==> src/rtl/irqdet_pkg.sv <==
package irqdet_pkg;

    localparam int ADDR_W = 12;
    typedef logic [ADDR_W-1:0] addr_t;

    localparam addr_t OFS_MODE = 12'h404;
    localparam addr_t OFS_DUAL = 12'h408;
    localparam addr_t OFS_POL  = 12'h40C;
    localparam addr_t OFS_EN   = 12'h410;
    localparam addr_t OFS_RAW  = 12'h414;
    localparam addr_t OFS_MASK = 12'h418;
    localparam addr_t OFS_CLR  = 12'h41C;

    typedef enum logic [2:0] {
        SEL_NONE, SEL_MODE, SEL_DUAL, SEL_POL, SEL_EN, SEL_RAW, SEL_MASK, SEL_CLR
    } reg_sel_e;

    typedef struct packed {
        logic level;    // 1: level-sensitive, 0: edge
        logic dual;     // edge on both directions
        logic pol;      // high/rising when 1, low/falling when 0
    } line_mode_t;

    function automatic reg_sel_e decode(addr_t a);
        case (a)
            OFS_MODE: return SEL_MODE;
            OFS_DUAL: return SEL_DUAL;
            OFS_POL:  return SEL_POL;
            OFS_EN:   return SEL_EN;
            OFS_RAW:  return SEL_RAW;
            OFS_MASK: return SEL_MASK;
            OFS_CLR:  return SEL_CLR;
            default:  return SEL_NONE;
        endcase
    endfunction

    function automatic logic edge_hit(line_mode_t m, logic cur, logic prev);
        if (m.dual)
            return cur ^ prev;
        else if (m.pol)
            return cur & ~prev;
        else
            return ~cur & prev;
    endfunction

    function automatic logic level_active(line_mode_t m, logic cur);
        return m.pol ? cur : ~cur;
    endfunction

endpackage

==> src/rtl/irqdet_regs.sv <==
module irqdet_regs
    import irqdet_pkg::*;
#(
    parameter int N_LINES = 8
) (
    input  logic                     clk,
    input  logic                     rst,
    input  logic                     wr_en,
    input  addr_t                    wr_addr,
    input  logic [N_LINES-1:0]       wr_data,
    input  addr_t                    rd_addr,
    input  logic [N_LINES-1:0]       raw_i,
    input  logic [N_LINES-1:0]       masked_i,
    output line_mode_t [N_LINES-1:0] mode_o,
    output logic [N_LINES-1:0]       en_o,
    output logic [N_LINES-1:0]       clr_o,
    output logic [N_LINES-1:0]       rd_data
);

    logic [N_LINES-1:0] mode_q, dual_q, pol_q, en_q;
    reg_sel_e wsel, rsel;

    assign wsel = wr_en ? decode(wr_addr) : SEL_NONE;
    assign rsel = decode(rd_addr);

    always_ff @(posedge clk) begin
        if (rst) begin
            mode_q <= '0;
            dual_q <= '0;
            pol_q  <= '0;
            en_q   <= '0;
        end else begin
            case (wsel)
                SEL_MODE: mode_q <= wr_data;
                SEL_DUAL: dual_q <= wr_data;
                SEL_POL:  pol_q  <= wr_data;
                SEL_EN:   en_q   <= wr_data;
                default: ;
            endcase
        end
    end

    assign clr_o = (wsel == SEL_CLR) ? wr_data : '0;
    assign en_o  = en_q;

    for (genvar i = 0; i < N_LINES; i++) begin : g_mode
        assign mode_o[i] = '{level: mode_q[i], dual: dual_q[i], pol: pol_q[i]};
    end

    always_comb begin
        case (rsel)
            SEL_MODE: rd_data = mode_q;
            SEL_DUAL: rd_data = dual_q;
            SEL_POL:  rd_data = pol_q;
            SEL_EN:   rd_data = en_q;
            SEL_RAW:  rd_data = raw_i;
            SEL_MASK: rd_data = masked_i;
            default:  rd_data = '0;
        endcase
    end

    // a write to the mode-select offset is held from the next clock
    assert_mode_write_R1: assert property (@(posedge clk) disable iff (rst)
        (wr_en && wr_addr == OFS_MODE) |=> (mode_q == $past(wr_data)));

    // no write to the enable offset leaves enables unchanged
    assert_en_hold_R1: assert property (@(posedge clk) disable iff (rst)
        !(wr_en && wr_addr == OFS_EN) |=> $stable(en_q));

endmodule

==> src/rtl/irqdet_line.sv <==
module irqdet_line
    import irqdet_pkg::*;
(
    input  logic       clk,
    input  logic       rst,
    input  line_mode_t mode,
    input  logic       line_i,
    input  logic       clr_i,
    output logic       raw_o
);

    logic prev_q, latch_q, hit;

    assign hit = edge_hit(mode, line_i, prev_q);

    always_ff @(posedge clk) begin
        if (rst) begin
            prev_q  <= 1'b0;
            latch_q <= 1'b0;
        end else begin
            prev_q <= line_i;
            if (mode.level)
                latch_q <= 1'b0;
            else if (hit)
                latch_q <= 1'b1;
            else if (clr_i)
                latch_q <= 1'b0;
        end
    end

    assign raw_o = mode.level ? level_active(mode, line_i) : latch_q;

    // a qualifying edge in edge mode latches even with a clear present
    assert_edge_sets_R6: assert property (@(posedge clk) disable iff (rst)
        (!mode.level && hit) |=> latch_q);

    // a pending edge survives a cycle without clear
    assert_latch_hold_R5: assert property (@(posedge clk) disable iff (rst)
        (latch_q && !mode.level && !clr_i) |=> latch_q);

    // a clear with no new edge removes the event
    assert_clear_R5: assert property (@(posedge clk) disable iff (rst)
        (!mode.level && !hit && clr_i) |=> !latch_q);

    // level mode leaves no latched event behind
    assert_level_drops_latch_R10: assert property (@(posedge clk) disable iff (rst)
        mode.level |=> !latch_q);

endmodule

==> src/rtl/irqdet_combine.sv <==
module irqdet_combine #(
    parameter int N_LINES = 8
) (
    input  logic [N_LINES-1:0] raw_i,
    input  logic [N_LINES-1:0] en_i,
    output logic [N_LINES-1:0] masked_o,
    output logic               irq_o
);

    for (genvar i = 0; i < N_LINES; i++) begin : g_mask
        assign masked_o[i] = raw_i[i] & en_i[i];
    end

    assign irq_o = |masked_o;

endmodule

==> src/rtl/irq_line_detector.sv <==
module irq_line_detector
    import irqdet_pkg::*;
#(
    parameter int N_LINES = 8
) (
    input  logic               clk,
    input  logic               rst,
    input  logic               wr_en,
    input  logic [11:0]        wr_addr,
    input  logic [N_LINES-1:0] wr_data,
    input  logic [11:0]        rd_addr,
    output logic [N_LINES-1:0] rd_data,
    input  logic [N_LINES-1:0] line_i,
    output logic [N_LINES-1:0] raw_status,
    output logic [N_LINES-1:0] masked_status,
    output logic               irq
);

    line_mode_t [N_LINES-1:0] mode;
    logic [N_LINES-1:0] en, clr;

    irqdet_regs #(.N_LINES(N_LINES)) u_regs (
        .clk      (clk),
        .rst      (rst),
        .wr_en    (wr_en),
        .wr_addr  (wr_addr),
        .wr_data  (wr_data),
        .rd_addr  (rd_addr),
        .raw_i    (raw_status),
        .masked_i (masked_status),
        .mode_o   (mode),
        .en_o     (en),
        .clr_o    (clr),
        .rd_data  (rd_data)
    );

    for (genvar i = 0; i < N_LINES; i++) begin : g_line
        irqdet_line u_line (
            .clk    (clk),
            .rst    (rst),
            .mode   (mode[i]),
            .line_i (line_i[i]),
            .clr_i  (clr[i]),
            .raw_o  (raw_status[i])
        );

        // an active-high level line tracks the pin in the same cycle
        assert_level_follow_R2: assert property (@(posedge clk) disable iff (rst)
            (mode[i].level && mode[i].pol) |-> (raw_status[i] == line_i[i]));
    end

    irqdet_combine #(.N_LINES(N_LINES)) u_comb (
        .raw_i    (raw_status),
        .en_i     (en),
        .masked_o (masked_status),
        .irq_o    (irq)
    );

    // the combined output only rises with an enabled raw bit behind it
    assert_irq_source_R7: assert property (@(posedge clk) disable iff (rst)
        irq |-> ((raw_status & en) != '0));

    // the first cycle after reset shows no status at all
    assert_reset_clean_R9: assert property (@(posedge clk) disable iff (rst)
        $past(rst) |-> (raw_status == '0 && !irq));

endmodule

==> config.mk <==
export PLATFORM = sky130hd
export DESIGN_NAME = irq_line_detector
export DESIGN_NICKNAME = d
export VERILOG_FILES = /design/src/rtl/irqdet_pkg.sv /design/src/rtl/irqdet_regs.sv /design/src/rtl/irqdet_line.sv /design/src/rtl/irqdet_combine.sv /design/src/rtl/irq_line_detector.sv
export SDC_FILE = /design/constraint.sdc
export NUM_CORES = 1
export LEC_CHECK = 0
export BUFFER_PORTS_ARGS = -buffer_cell sky130_fd_sc_hd__buf_4
export CAP_MARGIN = 10
export CORE_MARGIN = 1
export CORE_UTILIZATION = 54
export CTS_BUF_LIST = sky130_fd_sc_hd__clkbuf_8
export CTS_CLUSTER_SIZE = 12
export DETAILED_ROUTE_END_ITERATION = 8
export GPL_TIMING_DRIVEN = 0
export MAX_ROUTING_LAYER = met4
export PLACE_DENSITY = 0.79
export SLEW_MARGIN = 0
export SYNTH_ARGS = -nofsm -noshare
export SYNTH_HDL_FRONTEND = slang
export SYNTH_SLANG_ARGS = --single-unit
==> constraint.sdc <==
create_clock -name clk -period 5.5 [get_ports clk]
set_input_delay 0.275 -clock clk [delete_from_list [all_inputs] [get_ports clk]]
set_output_delay 0.275 -clock clk [all_outputs]
set_load 0.005 [all_outputs]
After elaboration in Yosys (flattened, before gate mapping)

Cells that the tools add are included.

Bits in registers: 48
Bits of input ports: 43
Word-level logic and storage cells: 163

Equal/unequal tests: 25
Multiplexer cells: 53
Bitwise operators: 48
Reductions and logical operators: 17

Operators with widths:

| kind                                                              | count |
|---|---|
| 12-bit by 11-bit == test with 1-bit output, second input constant | 14 |
| 1-bit two-way mux                                                 | 48 |
| 8-bit case mux with 6 select lines                                | 1 |
| 3-bit case mux with 7 select lines                                | 2 |
| 1-bit AND                                                         | 24 |
| 1-bit inverter                                                    | 16 |
| 2-bit nonzero test                                                | 8 |
| 2-bit OR reduction                                                | 8 |
| 3-bit == test, second input constant                              | 5 |
| 3-bit by 2-bit == test with 1-bit output, second input constant   | 4 |
| 8-bit two-way mux                                                 | 1 |
| 8-bit OR reduction                                                | 1 |
| 1-bit XOR                                                         | 8 |
| 3-bit by 1-bit == test with 1-bit output, second input constant   | 2 |
| 3-bit two-way mux                                                 | 1 |

Logic depth before layout (Yosys ltp)

Word-level depth: 7
Mapped depth: 6

By module

From an unflattened synthesis, not the netlist that was laid out.

Cells, all modules: 316
Area total of the unflattened synthesis: 3124.2 um^2

Modules (own cells, without submodules):

| module         | times used | cells an instance | area each (um^2) | sequential area each (um^2) |
|---|---|---|---|---|
| irqdet_regs    | 1          | 193               | 1909.3           | 640.6 |
| irqdet_line    | 8          | 14                | 142.6            | 40.0 |
| irqdet_combine | 1          | 11                | 73.8             | 0.0 |

Worst setup path before layout

Ideal clock, no wire load.

Path kind: input to output
From: input rd_addr[9]
To: output rd_data[0]
Data arrival time: 1.919 ns
Data required time: 5.225 ns
Setup slack: 3.306 ns
Stages: 6
Buffers on the path: 2
Cell sequence: or4b_4 > or3_1 > buf_2 > or3_1 > buf_2 > o211ai_1

Word-level cells in the longest chain between the ends: 4
Elaborated cells on any way between the ends: 15
Classes of those cells: eq/ne: 13; mux: 2

Ends and longest elaborated chain:

| item                                       | RTL line                | source |
|---|---|---|
| start, declared                            | irq_line_detector.sv:11 | `input logic [11:0] rd_addr,` |
| 12-bit by 11-bit == test with 1-bit output | irqdet_pkg.sv:25        | `case (a)` |
| 3-bit case mux with 7 select lines (*)     | irqdet_pkg.sv:25        |  |
| 3-bit == test (tied with other cells)      | irqdet_regs.sv:51       | `case (rsel)` |
| 8-bit case mux with 6 select lines (*)     | irqdet_regs.sv:51       |  |
| end, declared                              | irq_line_detector.sv:12 | `output logic [N_LINES-1:0] rd_data,` |

Every way passes the cells marked *; elsewhere a longest branch is shown, timed or not.

Final worst setup path

From: input rd_addr[1]
To: output rd_data[4]

The elaborated chain is that of the path after synthesis.

==> reports/qor.yml <==
die:
  row_count: 27
  core_region_area_um2: 5540
  fp.dieW_um: 78.0
  pin_count: 68
  start_util_pct: 56.3
  die-area_um2: 6090
  dieHeight_um: 78.0
finish:
  drive_gt1_share_pct: 23.1
  final_common_cell: "buf_4"
  final_cell_mix: "73 x buf_4, 48 x dfxtp_1, 44 x nand2b_1"
  fin_nets: 491
  area_growth_pct: 22.0
  diodes: 0
  n_fill_cell: 465
min_path:
  hold_path.class: "input port to flop"
  min-delay-start: "line_i[6]"
timing:
  setup_viol: 0
  timing.fmax_ghz: 0.384
  clock_skew_ns: 0.00369
  final.min_clock_period_ns: 2.61
  rsz0062_at_grt: "false"
  period_share_pct: 47.4
  slew_headroom_pct: 33.4
  tightest_slew_ns: 0.990
  whs_ns: 0.225
  final_max_slew_viol_count: 0
  hold_violations: 0
  timing.setup.tns_ns: 0
clocking:
  postCtsSetupBuffers: 0
  clock-sinks: 48
  numCtsBuffers: 5
  ctsHtreeMaxLevel: 2
  cts.path.max_buffers: 2
  cts.clk_slew.worst_paths_ns: 0.09
  cts_tree: "yes"
  root_buffer: "clkbuf_8"
  cts_resized: 0
  cts_hold_buf: 0
  clock_latency_ns: 0.31
critical_path:
  r2r_cells: 5
  cp.required_ns: 5.22
  path_max_fanout: 7
  crit_family: "simple AND/OR/NAND/NOR gates"
  rrSetupSlack_ns: 4.23
  worstSetupPathType: "input port to output port"
  reg2reg_from: "g_line[6].u_line.prev_q"
  setup.worst_path.end: "rd_data[4]"
  startpoint_type: "input port"
  r2r_end: "g_line[6].u_line.latch_q"
  cp.buffers_inverters: 4
  cp-end-kind: "output port"
  critical_path.slowest_cell: "or4_1"
  max_stage_delay_ns: 0.57
  crit_path_cell_trace: "buf_4 -> or4_1 -> or3_1 -> buf_2 -> or3_1 -> buf_2 -> o211ai_1 -> buf_4"
  startpoint: "rd_addr[1]"
  crit_cells: 8
  critPathArrivalTime_ns: 2.33
synthesis:
  yosysSeqAreaShare_pct: 30.8
  synthFlopType: "dfxtp_1"
  synth_top_area_share_pct: 30.8
  synth_area_um2: 3120
  yosys_warnings: 0
  yosysTopAreaCell: "dfxtp_1"
  synthCells: 360
  synth.distinct_cells: 48
  syn-num-nets: 419
  synth_top_cells_by_area: "dfxtp_1 31%, mux2i_1 12%, nand2b_1 8.8%"
  ys_ff_latch: 48
  synth_area_per_cell_um2: 8.67
  synth_edf_count: 0
  postSynth.asyncResetShare_pct: 0
grt:
  grt_pass1_vias: 2790
  grt_max_degree: 15
  grt-ovfl-total: 0
  antenna_found_initial: 0
  grt_pass1_wl_um: 13800
  grtUsageTotal_pct: 30.3
placement:
  place_congestion: 0.884
  dp_hpwl_um: 6160
  port-buffer-count: 65
pwr:
  p_leak_nw: 1.76
  max-vdd-ir-drop_v: 0.000102
  powerDensity_nw_per_um2: 187
detailed_routing:
  routedWlPerCell_um: 16.9
  drtAntennaViolNets: 0
  viasPerCell: 5.70
  drc: 0
  drt-total-wl_um: 8550
  drt_pass1_iterations: 5
  via_count: 2876
  drt_iter0_drc: 175
outcome:
  status: "completed"
job:
  drv_cap: 0
kinds of logic after synthesis:
logic type / after synthesis / share of synthesized area [%]
AOI/OAI and AO/OA: 60 / 12.7
xor gates and xnor gates: 8 / 2.25
adders and majority gates: 16 / 6.42
buffers and inverters: 51 / 7.18
DFF: 48 / 30.8
muxes: 53 / 17.6
and+or+nand+nor: 124 / 23.1
through the flow:
| stage | instances | power, mW | area [um2] | utilization (%) | setup WS [ns] |
|---|---|---|---|---|---|
| final | 505 | 0.713 | 3810 | 68.7 | 2.89 |
| after floorplan | 360 | 0.414 | 3120 | - | 3.31 |
| after global routing | 505 | 0.743 | 3810 | 68.7 | 2.80 |
| after detailed placement | 497 | 0.464 | 3700 | 66.8 | 2.95 |
| after global placement | 497 | 0.460 | 3700 | 66.8 | 2.94 |
| after CTS | 505 | 0.713 | 3810 | 68.7 | 2.95 |
metal layers:
metal  track usage [%]  wire length (um)
met2              48.5              4060
met4              10.7               133
met3              5.12               473
met1              38.6              3890
met5                 -                 0
cells in the mapped netlist, types with 5 or more instances:
| master | number |
|---|---|
| xnor2_1 | 5 |
| ha_1 | 16 |
| o21ai_0 | 24 |
| o211ai_1 | 5 |
| nor2_1 | 15 |
| dfxtp_1 | 48 |
| inv_1 | 29 |
| mux2_2 | 16 |
| clkbuf_1 | 11 |
| mux2i_1 | 37 |
| a211oi_1 | 8 |
| nor3_1 | 6 |
| and2_1 | 5 |
| buf_4 | 8 |
| nand2b_1 | 44 |
| nand2_1 | 23 |
report_power, final:
group          internal [mW]  switching [mW]  leakage [nW]
clock                  0.133           0.124        0.0593
combinational         0.0496          0.0491          1.32
sequential             0.354         0.00411         0.390
total                  0.536           0.177          1.76
cell type report:
| cell class | count | area (um2) | area share (%) |
|---|---|---|---|
| clock inverter | 3 | 38.8 | 1.02 |
| tap | 72 | 90.1 | 2.37 |
| buffer | 22 | 115 | 3.02 |
| timing repair buffer | 65 | 488 | 12.8 |
| clock buffer | 5 | 68.8 | 1.81 |
| multi-input combinational | 261 | 1940 | 50.9 |
| inverter | 29 | 109 | 2.86 |
| sequential | 48 | 961 | 25.2 |
registers in the layout, indices dropped and copies added (netlist names):
register	cells
u_regs.dual_q	8
g_line.u_line.prev_q	8
u_regs.pol_q	8
g_line.u_line.latch_q	8
u_regs.en_o	8
u_regs.mode_q	8
worst min-delay path: stages:
cell,delay [ns]
buf_4,0.10
inv_1,0.05
nor2_1,0.09
worst min path at each step:
stage | to | slack (ns) | cells after the start
6_report | g_line[6].u_line.prev_q | 0.23 | 3
3_3_place_gp | u_regs.en_o[5] | 0.48 | 2
2_1_floorplan | g_line[0].u_line.prev_q | 0.42 | 2
4_1_cts | g_line[4].u_line.prev_q | 0.24 | 3
3_5_place_dp | u_regs.en_o[4] | 0.49 | 2
5_1_grt | g_line[4].u_line.prev_q | 0.24 | 3
(Power assumes the default switching activity.)
